$ cat config.mk
export PLATFORM = sky130hd
export DESIGN_NAME = vga_scan_out
export DESIGN_NICKNAME = d
export VERILOG_FILES = /design/src/rtl/vga_scan_pkg.sv /design/src/rtl/vga_timing_regs.sv /design/src/rtl/vga_axis_counter.sv /design/src/rtl/vga_pixel_out.sv /design/src/rtl/vga_scan_out.sv
export SDC_FILE = /design/constraint.sdc
export NUM_CORES = 1
export LEC_CHECK = 0
export ABC_AREA = 1
export BUFFER_PORTS_ARGS = -buffer_cell sky130_fd_sc_hd__buf_4
export CORE_ASPECT_RATIO = 1.75
export CORE_MARGIN = 1
export CORE_UTILIZATION = 50
export DETAILED_ROUTE_END_ITERATION = 10
export PLACE_DENSITY = 0.74
export RECOVER_POWER = 50
export SLEW_MARGIN = 10
export SYNTH_ARGS = -nofsm -noshare
export SYNTH_HDL_FRONTEND = slang
export SYNTH_HIERARCHICAL = 1
export SYNTH_SLANG_ARGS = --single-unit
$ cat constraint.sdc
create_clock -name clk -period 7.1 [get_ports clk]
set_input_delay 2.13 -clock clk [delete_from_list [all_inputs] [get_ports clk]]
set_output_delay 2.13 -clock clk [all_outputs]
set_load 0.02 [all_outputs]
$ cat src/rtl/vga_scan_pkg.sv
package vga_scan_pkg;

  localparam int NUM_TREG = 8;

  typedef enum logic [2:0] {
    TSEL_H_VIS   = 3'd0,
    TSEL_H_FRONT = 3'd1,
    TSEL_H_SYNC  = 3'd2,
    TSEL_H_BACK  = 3'd3,
    TSEL_V_VIS   = 3'd4,
    TSEL_V_FRONT = 3'd5,
    TSEL_V_SYNC  = 3'd6,
    TSEL_V_BACK  = 3'd7
  } tsel_e;

  typedef struct packed {
    logic [4:0] red;
    logic [5:0] grn;
    logic [4:0] blu;
  } rgb565_t;

endpackage

$ cat src/rtl/vga_timing_regs.sv
module vga_timing_regs
  import vga_scan_pkg::*;
#(
  parameter int CW      = 11,
  parameter int H_ACT   = 640,
  parameter int H_FRONT = 16,
  parameter int H_SYNC  = 96,
  parameter int H_BACK  = 48,
  parameter int V_ACT   = 480,
  parameter int V_FRONT = 10,
  parameter int V_SYNC  = 2,
  parameter int V_BACK  = 33
) (
  input  logic                          clk,
  input  logic                          rst_n,
  input  logic                          wr_en,
  input  tsel_e                         wr_sel,
  input  logic [CW-1:0]                 wr_data,
  input  logic                          commit,
  output logic [NUM_TREG-1:0][CW-1:0]   live_o
);

  localparam logic [NUM_TREG-1:0][CW-1:0] DEFAULTS = {
    CW'(V_BACK), CW'(V_SYNC), CW'(V_FRONT), CW'(V_ACT),
    CW'(H_BACK), CW'(H_SYNC), CW'(H_FRONT), CW'(H_ACT)
  };

  for (genvar i = 0; i < NUM_TREG; i++) begin : g_treg
    logic [CW-1:0] stage_q, stage_d;
    logic [CW-1:0] live_q, live_d;
    logic          hit;

    always_comb begin
      hit     = wr_en && (wr_sel == tsel_e'(i));
      stage_d = hit ? wr_data : stage_q;
      // commit copies the value staged before this edge
      live_d  = commit ? stage_q : live_q;
    end

    always_ff @(posedge clk or negedge rst_n) begin
      if (!rst_n) begin
        stage_q <= DEFAULTS[i];
        live_q  <= DEFAULTS[i];
      end else begin
        stage_q <= stage_d;
        live_q  <= live_d;
      end
    end

    assign live_o[i] = live_q;
  end

endmodule

$ cat src/rtl/vga_axis_counter.sv
module vga_axis_counter #(
  parameter int CW = 11
) (
  input  logic          clk,
  input  logic          rst_n,
  input  logic          step,
  input  logic [CW-1:0] len_vis,
  input  logic [CW-1:0] len_front,
  input  logic [CW-1:0] len_sync,
  input  logic [CW-1:0] len_back,
  output logic [CW-1:0] pos,
  output logic          in_vis,
  output logic          in_sync,
  output logic          at_last
);

  localparam int SW = CW + 2;

  logic [CW-1:0] pos_q, pos_d;
  logic [SW-1:0] pos_x, sync_lo, sync_hi, total;

  always_comb begin
    pos_x   = SW'(pos_q);
    sync_lo = SW'(len_vis) + SW'(len_front);
    sync_hi = sync_lo + SW'(len_sync);
    total   = sync_hi + SW'(len_back);
    in_vis  = pos_x < SW'(len_vis);
    in_sync = (pos_x >= sync_lo) && (pos_x < sync_hi);
    at_last = pos_x == (total - SW'(1));
    pos_d   = pos_q;
    if (step) begin
      pos_d = at_last ? '0 : pos_q + CW'(1);
    end
  end

  always_ff @(posedge clk or negedge rst_n) begin
    if (!rst_n) begin
      pos_q <= '0;
    end else begin
      pos_q <= pos_d;
    end
  end

  assign pos = pos_q;

endmodule

$ cat src/rtl/vga_pixel_out.sv
module vga_pixel_out
  import vga_scan_pkg::*;
(
  input  logic        clk,
  input  logic        rst_n,
  input  logic        pix_en,
  input  logic        h_vis,
  input  logic        v_vis,
  input  logic        h_sync,
  input  logic        v_sync,
  input  logic        frame_edge,
  input  logic        fifo_empty,
  input  logic [15:0] fifo_data,
  output logic        fifo_pop,
  output logic        hsync_n,
  output logic        vsync_n,
  output logic        de,
  output rgb565_t     rgb,
  output logic        underflow,
  output logic        trig
);

  logic    area;
  logic    hs_q, hs_d, vs_q, vs_d, de_q, de_d;
  logic    uf_q, uf_d, tr_q, tr_d;
  rgb565_t rgb_q, rgb_d;

  always_comb begin
    area     = h_vis && v_vis;
    fifo_pop = pix_en && area && !fifo_empty;
    hs_d     = hs_q;
    vs_d     = vs_q;
    de_d     = de_q;
    rgb_d    = rgb_q;
    if (pix_en) begin
      hs_d  = !h_sync;
      vs_d  = !v_sync;
      de_d  = area;
      rgb_d = fifo_pop ? rgb565_t'(fifo_data) : '0;
    end
    uf_d = pix_en && area && fifo_empty;
    tr_d = frame_edge;
  end

  always_ff @(posedge clk or negedge rst_n) begin
    if (!rst_n) begin
      hs_q  <= 1'b1;
      vs_q  <= 1'b1;
      de_q  <= 1'b0;
      rgb_q <= '0;
      uf_q  <= 1'b0;
      tr_q  <= 1'b0;
    end else begin
      hs_q  <= hs_d;
      vs_q  <= vs_d;
      de_q  <= de_d;
      rgb_q <= rgb_d;
      uf_q  <= uf_d;
      tr_q  <= tr_d;
    end
  end

  assign hsync_n   = hs_q;
  assign vsync_n   = vs_q;
  assign de        = de_q;
  assign rgb       = rgb_q;
  assign underflow = uf_q;
  assign trig      = tr_q;

endmodule

$ cat src/rtl/vga_scan_out.sv
module vga_scan_out
  import vga_scan_pkg::*;
#(
  parameter int CW      = 11,
  parameter int H_ACT   = 640,
  parameter int H_FRONT = 16,
  parameter int H_SYNC  = 96,
  parameter int H_BACK  = 48,
  parameter int V_ACT   = 480,
  parameter int V_FRONT = 10,
  parameter int V_SYNC  = 2,
  parameter int V_BACK  = 33
) (
  input  logic          clk,
  input  logic          rst_n,
  input  logic          pix_en,
  input  logic          cfg_we,
  input  logic [2:0]    cfg_sel,
  input  logic [CW-1:0] cfg_wdata,
  input  logic          fifo_empty,
  input  logic [15:0]   fifo_data,
  output logic          fifo_pop,
  output logic          vid_hsync_n,
  output logic          vid_vsync_n,
  output logic          vid_de,
  output logic [4:0]    vid_red,
  output logic [5:0]    vid_grn,
  output logic [4:0]    vid_blu,
  output logic          vid_underflow,
  output logic          frame_trig
);

  logic rst_meta_q, rst_sync_n;

  always_ff @(posedge clk or negedge rst_n) begin
    if (!rst_n) begin
      rst_meta_q <= 1'b0;
      rst_sync_n <= 1'b0;
    end else begin
      rst_meta_q <= 1'b1;
      rst_sync_n <= rst_meta_q;
    end
  end

  logic [NUM_TREG-1:0][CW-1:0] live;
  logic                        commit;

  vga_timing_regs #(
    .CW(CW), .H_ACT(H_ACT), .H_FRONT(H_FRONT), .H_SYNC(H_SYNC), .H_BACK(H_BACK),
    .V_ACT(V_ACT), .V_FRONT(V_FRONT), .V_SYNC(V_SYNC), .V_BACK(V_BACK)
  ) u_regs (
    .clk     (clk),
    .rst_n   (rst_sync_n),
    .wr_en   (cfg_we),
    .wr_sel  (tsel_e'(cfg_sel)),
    .wr_data (cfg_wdata),
    .commit  (commit),
    .live_o  (live)
  );

  logic [CW-1:0] h_pos, v_pos;
  logic          h_vis, h_sync, h_last;
  logic          v_vis, v_sync, v_last;
  logic          v_step, frame_edge;

  vga_axis_counter #(.CW(CW)) u_hcnt (
    .clk       (clk),
    .rst_n     (rst_sync_n),
    .step      (pix_en),
    .len_vis   (live[TSEL_H_VIS]),
    .len_front (live[TSEL_H_FRONT]),
    .len_sync  (live[TSEL_H_SYNC]),
    .len_back  (live[TSEL_H_BACK]),
    .pos       (h_pos),
    .in_vis    (h_vis),
    .in_sync   (h_sync),
    .at_last   (h_last)
  );

  vga_axis_counter #(.CW(CW)) u_vcnt (
    .clk       (clk),
    .rst_n     (rst_sync_n),
    .step      (v_step),
    .len_vis   (live[TSEL_V_VIS]),
    .len_front (live[TSEL_V_FRONT]),
    .len_sync  (live[TSEL_V_SYNC]),
    .len_back  (live[TSEL_V_BACK]),
    .pos       (v_pos),
    .in_vis    (v_vis),
    .in_sync   (v_sync),
    .at_last   (v_last)
  );

  always_comb begin
    v_step     = pix_en && h_last;
    commit     = v_step && v_last;
    frame_edge = v_step && (v_pos == (live[TSEL_V_VIS] - CW'(1)));
  end

  rgb565_t rgb;

  vga_pixel_out u_pix (
    .clk        (clk),
    .rst_n      (rst_sync_n),
    .pix_en     (pix_en),
    .h_vis      (h_vis),
    .v_vis      (v_vis),
    .h_sync     (h_sync),
    .v_sync     (v_sync),
    .frame_edge (frame_edge),
    .fifo_empty (fifo_empty),
    .fifo_data  (fifo_data),
    .fifo_pop   (fifo_pop),
    .hsync_n    (vid_hsync_n),
    .vsync_n    (vid_vsync_n),
    .de         (vid_de),
    .rgb        (rgb),
    .underflow  (vid_underflow),
    .trig       (frame_trig)
  );

  assign vid_red = rgb.red;
  assign vid_grn = rgb.grn;
  assign vid_blu = rgb.blu;

endmodule

==> flow_summary_export.csv <==
group,metric,value,unit
status,outcome,"finished, violations left",
status,violations,"capacitance limit, slew limit",
hold_path,worstHoldPathType,"flop to flop",
routing,routed_wire_length_per_instance,16.6,um
worst_setup_path,signal_arrival_time_at_the_worst_endpoint,4.46,ns
power_and_ir_drop,finalPower,0.00300,W
sta,setup-tns-final,0,ns
sta,layout_worst_path_cycle_share,92.8,%
worst_setup_path,setup.worst_path.start_class,"input pin",
routing,wirelength,41600,um
place,dp.final_hpwl,32000,um
sta,max_freq,152,MHz
floorplanning,die_w,134,um
run,maxCapViolCount,1,
sta,report.final.setup_viol,0,
sta,worst_pin_slew,2.93,ns
clock_tree,cts-root-buf,"sky130_fd_sc_hd__clkbuf_16",
yosys,post_synth.cell_area_avg,7.29,um2
routing,starting_drc_count_in_detailed_routing,685,
floorplanning,core_footprint,30000,um2
global_route,first_global_vias,13300,
routing,vias_per_std_cell,5.25,
global_route,grt-ovfl-total,0,
yosys,yosys_most_used_dff,"sky130_fd_sc_hd__dfrtp_1",
clock_tree,cts_post_setup_buffers_inserted,0,
cells_and_area,area_growth_syn_to_layout,9.22,%
sta,final_number_of_hold_violating_endpoints,0,
worst_setup_path,crit_required,4.97,ns
cells_and_area,final_nets,2293,
sta,worst_slew_margin_rel,-95.3,%
yosys,synth_warnings,6,
cells_and_area,proportion_of_layout_cells_with_a_drive_suffix_above_1,8.10,%
yosys,post_synth_instance_area,15100,um2
cells_and_area,filler_cells,2884,
yosys,synth.distinct_cells,48,
sta,fin_worst_skew,0.0114,ns
clock_tree,cts-resized-gates,0,
clock_tree,cts_inserted_buffers,22,
yosys,flops_latches_synth,221,
global_route,overall_routing_resource_usage,27.8,%
yosys,synth-seq-area-share,36.8,%
place,detailedPlace.worstSlack,0.781,ns
floorplanning,floorplan.initialDensity,50.6,%
worst_setup_path,cp_max_fo,22,
yosys,async_flop_share,100,%
clock_tree,tritoncts,"done",
clock_tree,max-clock-path-buffers,3,
global_route,grt_start_max_net_pins,145,
routing,drt-pass1-iter-count,5,
floorplanning,placement_rows,84,
floorplanning,floorplan.io_pins,57,
worst_setup_path,critical_path.endpoint_type,"primary output",
worst_setup_path,worst-setup-path-type,"input pin to primary output",
power_and_ir_drop,powerDensity,182,nW/um2
floorplanning,die_h,232,um
routing,vias,13200,
cells_and_area,instances_no_fill,2510,
sta,post-route-min-period,6.59,ns
global_route,number_of_antenna_violations_at_the_first_check_in_global_routing,0,
cells_and_area,area.sequential,5570,um2
hold_path,hold_depth,0,
sta,finalWorstSetupSlack,0.509,ns
floorplanning,dieArea,31000,um2
place,place_inst,2470,
cells_and_area,area_of_combinational_cells_with_multiple_inputs,7920,um2
yosys,postSynthNetCount,2264,
global_route,grt_pass1_wl,66900,um
clock_tree,clock_insertion_delay_worst_skew,0.53,ns
cells_and_area,fin_util,55.2,%
clock_tree,clock_h_tree_levels,1,
power_and_ir_drop,total_leakage_power,9.31,nW
sta,final-max-slew-violation-count,76,
routing,drcViolationCount,0,
power_and_ir_drop,vdd.ir_drop.worst,0.227,mV
sta,grt_setup_unrepaired,"false",
clock_tree,cts_sinks,221,
place,finalWeightedCongestion,0.971,
yosys,synth_enable_flop_cells,0,
cells_and_area,n_antenna_cell,0,
clock_tree,worst_setup_hold_path_clk_slew,0.06,ns
clock_tree,cts_hold_buf,0,
yosys,cell_count_after_synthesis,2078,
routing,postRouteAntennaNets,0,
place,place.port_buffers,56,
worst_setup_path,reg2reg_depth,37,
layout make-up:
class,instances,area share [%]
inverters,362,8.21
well taps,387,2.93
flip-flops and latches,221,33.7
clock buffers,30,3.69
multi-input cells,1439,47.9
repair buffers,61,2.87
clock inverters,10,0.749
per-stage QoR:
step	area [um2]	hold WS, ns
3_5_place_dp	15800	0.342
4_1_cts	16600	0.356
2_1_floorplan	15100	0.331
5_1_grt	16500	0.368
3_3_place_gp	15800	0.338
6_report	16500	0.353
synth_stat cells (2+ instances only):
cell / number / area, um2
sky130_fd_sc_hd__a21o_1: 3 / 22.5
sky130_fd_sc_hd__a21oi_1: 64 / 320
sky130_fd_sc_hd__a21oi_2: 2 / 17.5
sky130_fd_sc_hd__a221oi_1: 2 / 17.5
sky130_fd_sc_hd__a31oi_1: 5 / 31.3
sky130_fd_sc_hd__and3_1: 3 / 18.8
sky130_fd_sc_hd__buf_2: 29 / 145
sky130_fd_sc_hd__buf_4: 5 / 37.5
sky130_fd_sc_hd__clkbuf_1: 11 / 41.3
sky130_fd_sc_hd__clkbuf_2: 10 / 50.1
sky130_fd_sc_hd__dfrtp_1: 187 / 4680
sky130_fd_sc_hd__dfstp_2: 34 / 893
sky130_fd_sc_hd__fa_1: 6 / 120
sky130_fd_sc_hd__ha_1: 145 / 1810
sky130_fd_sc_hd__inv_1: 356 / 1340
sky130_fd_sc_hd__inv_2: 5 / 18.8
sky130_fd_sc_hd__nand2_1: 692 / 2600
sky130_fd_sc_hd__nand2_2: 12 / 75.1
sky130_fd_sc_hd__nand3_1: 154 / 771
sky130_fd_sc_hd__nand3b_1: 10 / 75.1
sky130_fd_sc_hd__nand4_1: 22 / 138
sky130_fd_sc_hd__nor2_1: 79 / 297
sky130_fd_sc_hd__nor2_2: 10 / 62.6
sky130_fd_sc_hd__nor2_4: 4 / 45.0
sky130_fd_sc_hd__nor3_1: 7 / 35.0
sky130_fd_sc_hd__nor3_2: 2 / 20.0
sky130_fd_sc_hd__nor3b_1: 2 / 15.0
sky130_fd_sc_hd__o21ai_0: 115 / 576
sky130_fd_sc_hd__o21ai_1: 5 / 25.0
sky130_fd_sc_hd__o21bai_1: 5 / 37.5
sky130_fd_sc_hd__or2_2: 5 / 31.3
sky130_fd_sc_hd__xnor2_1: 22 / 193
sky130_fd_sc_hd__xor2_1: 50 / 438
logic make-up (layout without fill, tap and decap cells):
| group | after synthesis | count (layout) | share of synthesized area (%) |
|---|---|---|---|
| AO/OA/AOI/OAI | 208 | 208 | 7.29 |
| buffers and inverters | 418 | 463 | 10.9 |
| adder cells (fa/ha/maj) | 151 | 151 | 12.8 |
| XOR/XNOR | 72 | 72 | 4.16 |
| AND/OR/NAND/NOR | 1007 | 1007 | 28.1 |
| flip-flops | 221 | 221 | 36.8 |
| other | 1 | 1 | 0.0248 |
state kept, by name, summed over array words and instances (netlist names):
name and cells:
u_pix/trig 1, u_pix/underflow 1, u_regs/g_treg.stage_q 88, u_pix/hsync_n 1, u_regs/g_treg.live_q 88, rst_meta_q 1
u_vcnt/pos 11, u_pix/de 1, u_hcnt/pos 11, u_pix/vsync_n 1, rst_sync_n 1, u_pix/rgb 16
cells in the final DEF, fill, tap and decap left out, types with 4 or more instances in the layout:
cell type,instances
sky130_fd_sc_hd__clkbuf_1,7
sky130_fd_sc_hd__nor2_1,79
sky130_fd_sc_hd__ha_1,145
sky130_fd_sc_hd__a31oi_1,5
sky130_fd_sc_hd__fa_1,6
sky130_fd_sc_hd__nand2_2,12
sky130_fd_sc_hd__clkbuf_16,22
sky130_fd_sc_hd__nor2_2,10
sky130_fd_sc_hd__inv_2,4
sky130_fd_sc_hd__inv_1,357
sky130_fd_sc_hd__xnor2_1,22
sky130_fd_sc_hd__a21oi_1,64
sky130_fd_sc_hd__or2_2,5
sky130_fd_sc_hd__dfrtp_1,187
sky130_fd_sc_hd__o21ai_0,115
sky130_fd_sc_hd__nand4_1,22
sky130_fd_sc_hd__nor2_4,5
sky130_fd_sc_hd__o21bai_1,5
sky130_fd_sc_hd__o21ai_1,5
sky130_fd_sc_hd__xor2_1,50
sky130_fd_sc_hd__nand2_1,692
sky130_fd_sc_hd__nand3b_1,10
sky130_fd_sc_hd__buf_4,57
sky130_fd_sc_hd__nand3_1,154
sky130_fd_sc_hd__nor3_1,7
sky130_fd_sc_hd__dfstp_2,34
report_power, final:
| part | internal (W) | switching (W) |
|---|---|---|
| clock | 0.000682 | 0.000504 |
| combinational | 0.000120 | 0.000191 |
| sequential | 0.00139 | 0.000116 |
critical path, cell delays in order:
cell and delay, ns:
sky130_fd_sc_hd__clkbuf_1 0.39, sky130_fd_sc_hd__inv_1 0.47, sky130_fd_sc_hd__nor2_1 0.96, sky130_fd_sc_hd__inv_1 0.21, sky130_fd_sc_hd__nor2_1 0.14, sky130_fd_sc_hd__buf_4 0.15
final timing paths:
check / endpoint / startpoint / slack, ns
max in group asynchronous: u_vcnt/pos[10] / rst_sync_n / 4.01
max reg2reg: u_vcnt/pos[9] / u_regs/g_treg[0].live_q[0] / 0.77
min: rst_sync_n / rst_meta_q / 0.35
min reg2reg: rst_sync_n / rst_meta_q / 0.35
min in group asynchronous: u_regs/g_treg[2].live_q[0] / rst_sync_n / 1.24
max: fifo_pop / pix_en / 0.51
per-layer routing:
metal	vias to the layer above	share of wire, %	GRT usage [%]
met5	-	0	0
li1	6538	-	-
met1	6176	35	27.6
met2	296	54	52.9
met4	0	8.3	21.3
met3	156	2.9	2.38
No activity file was read; power rests on OpenSTA's default activity.
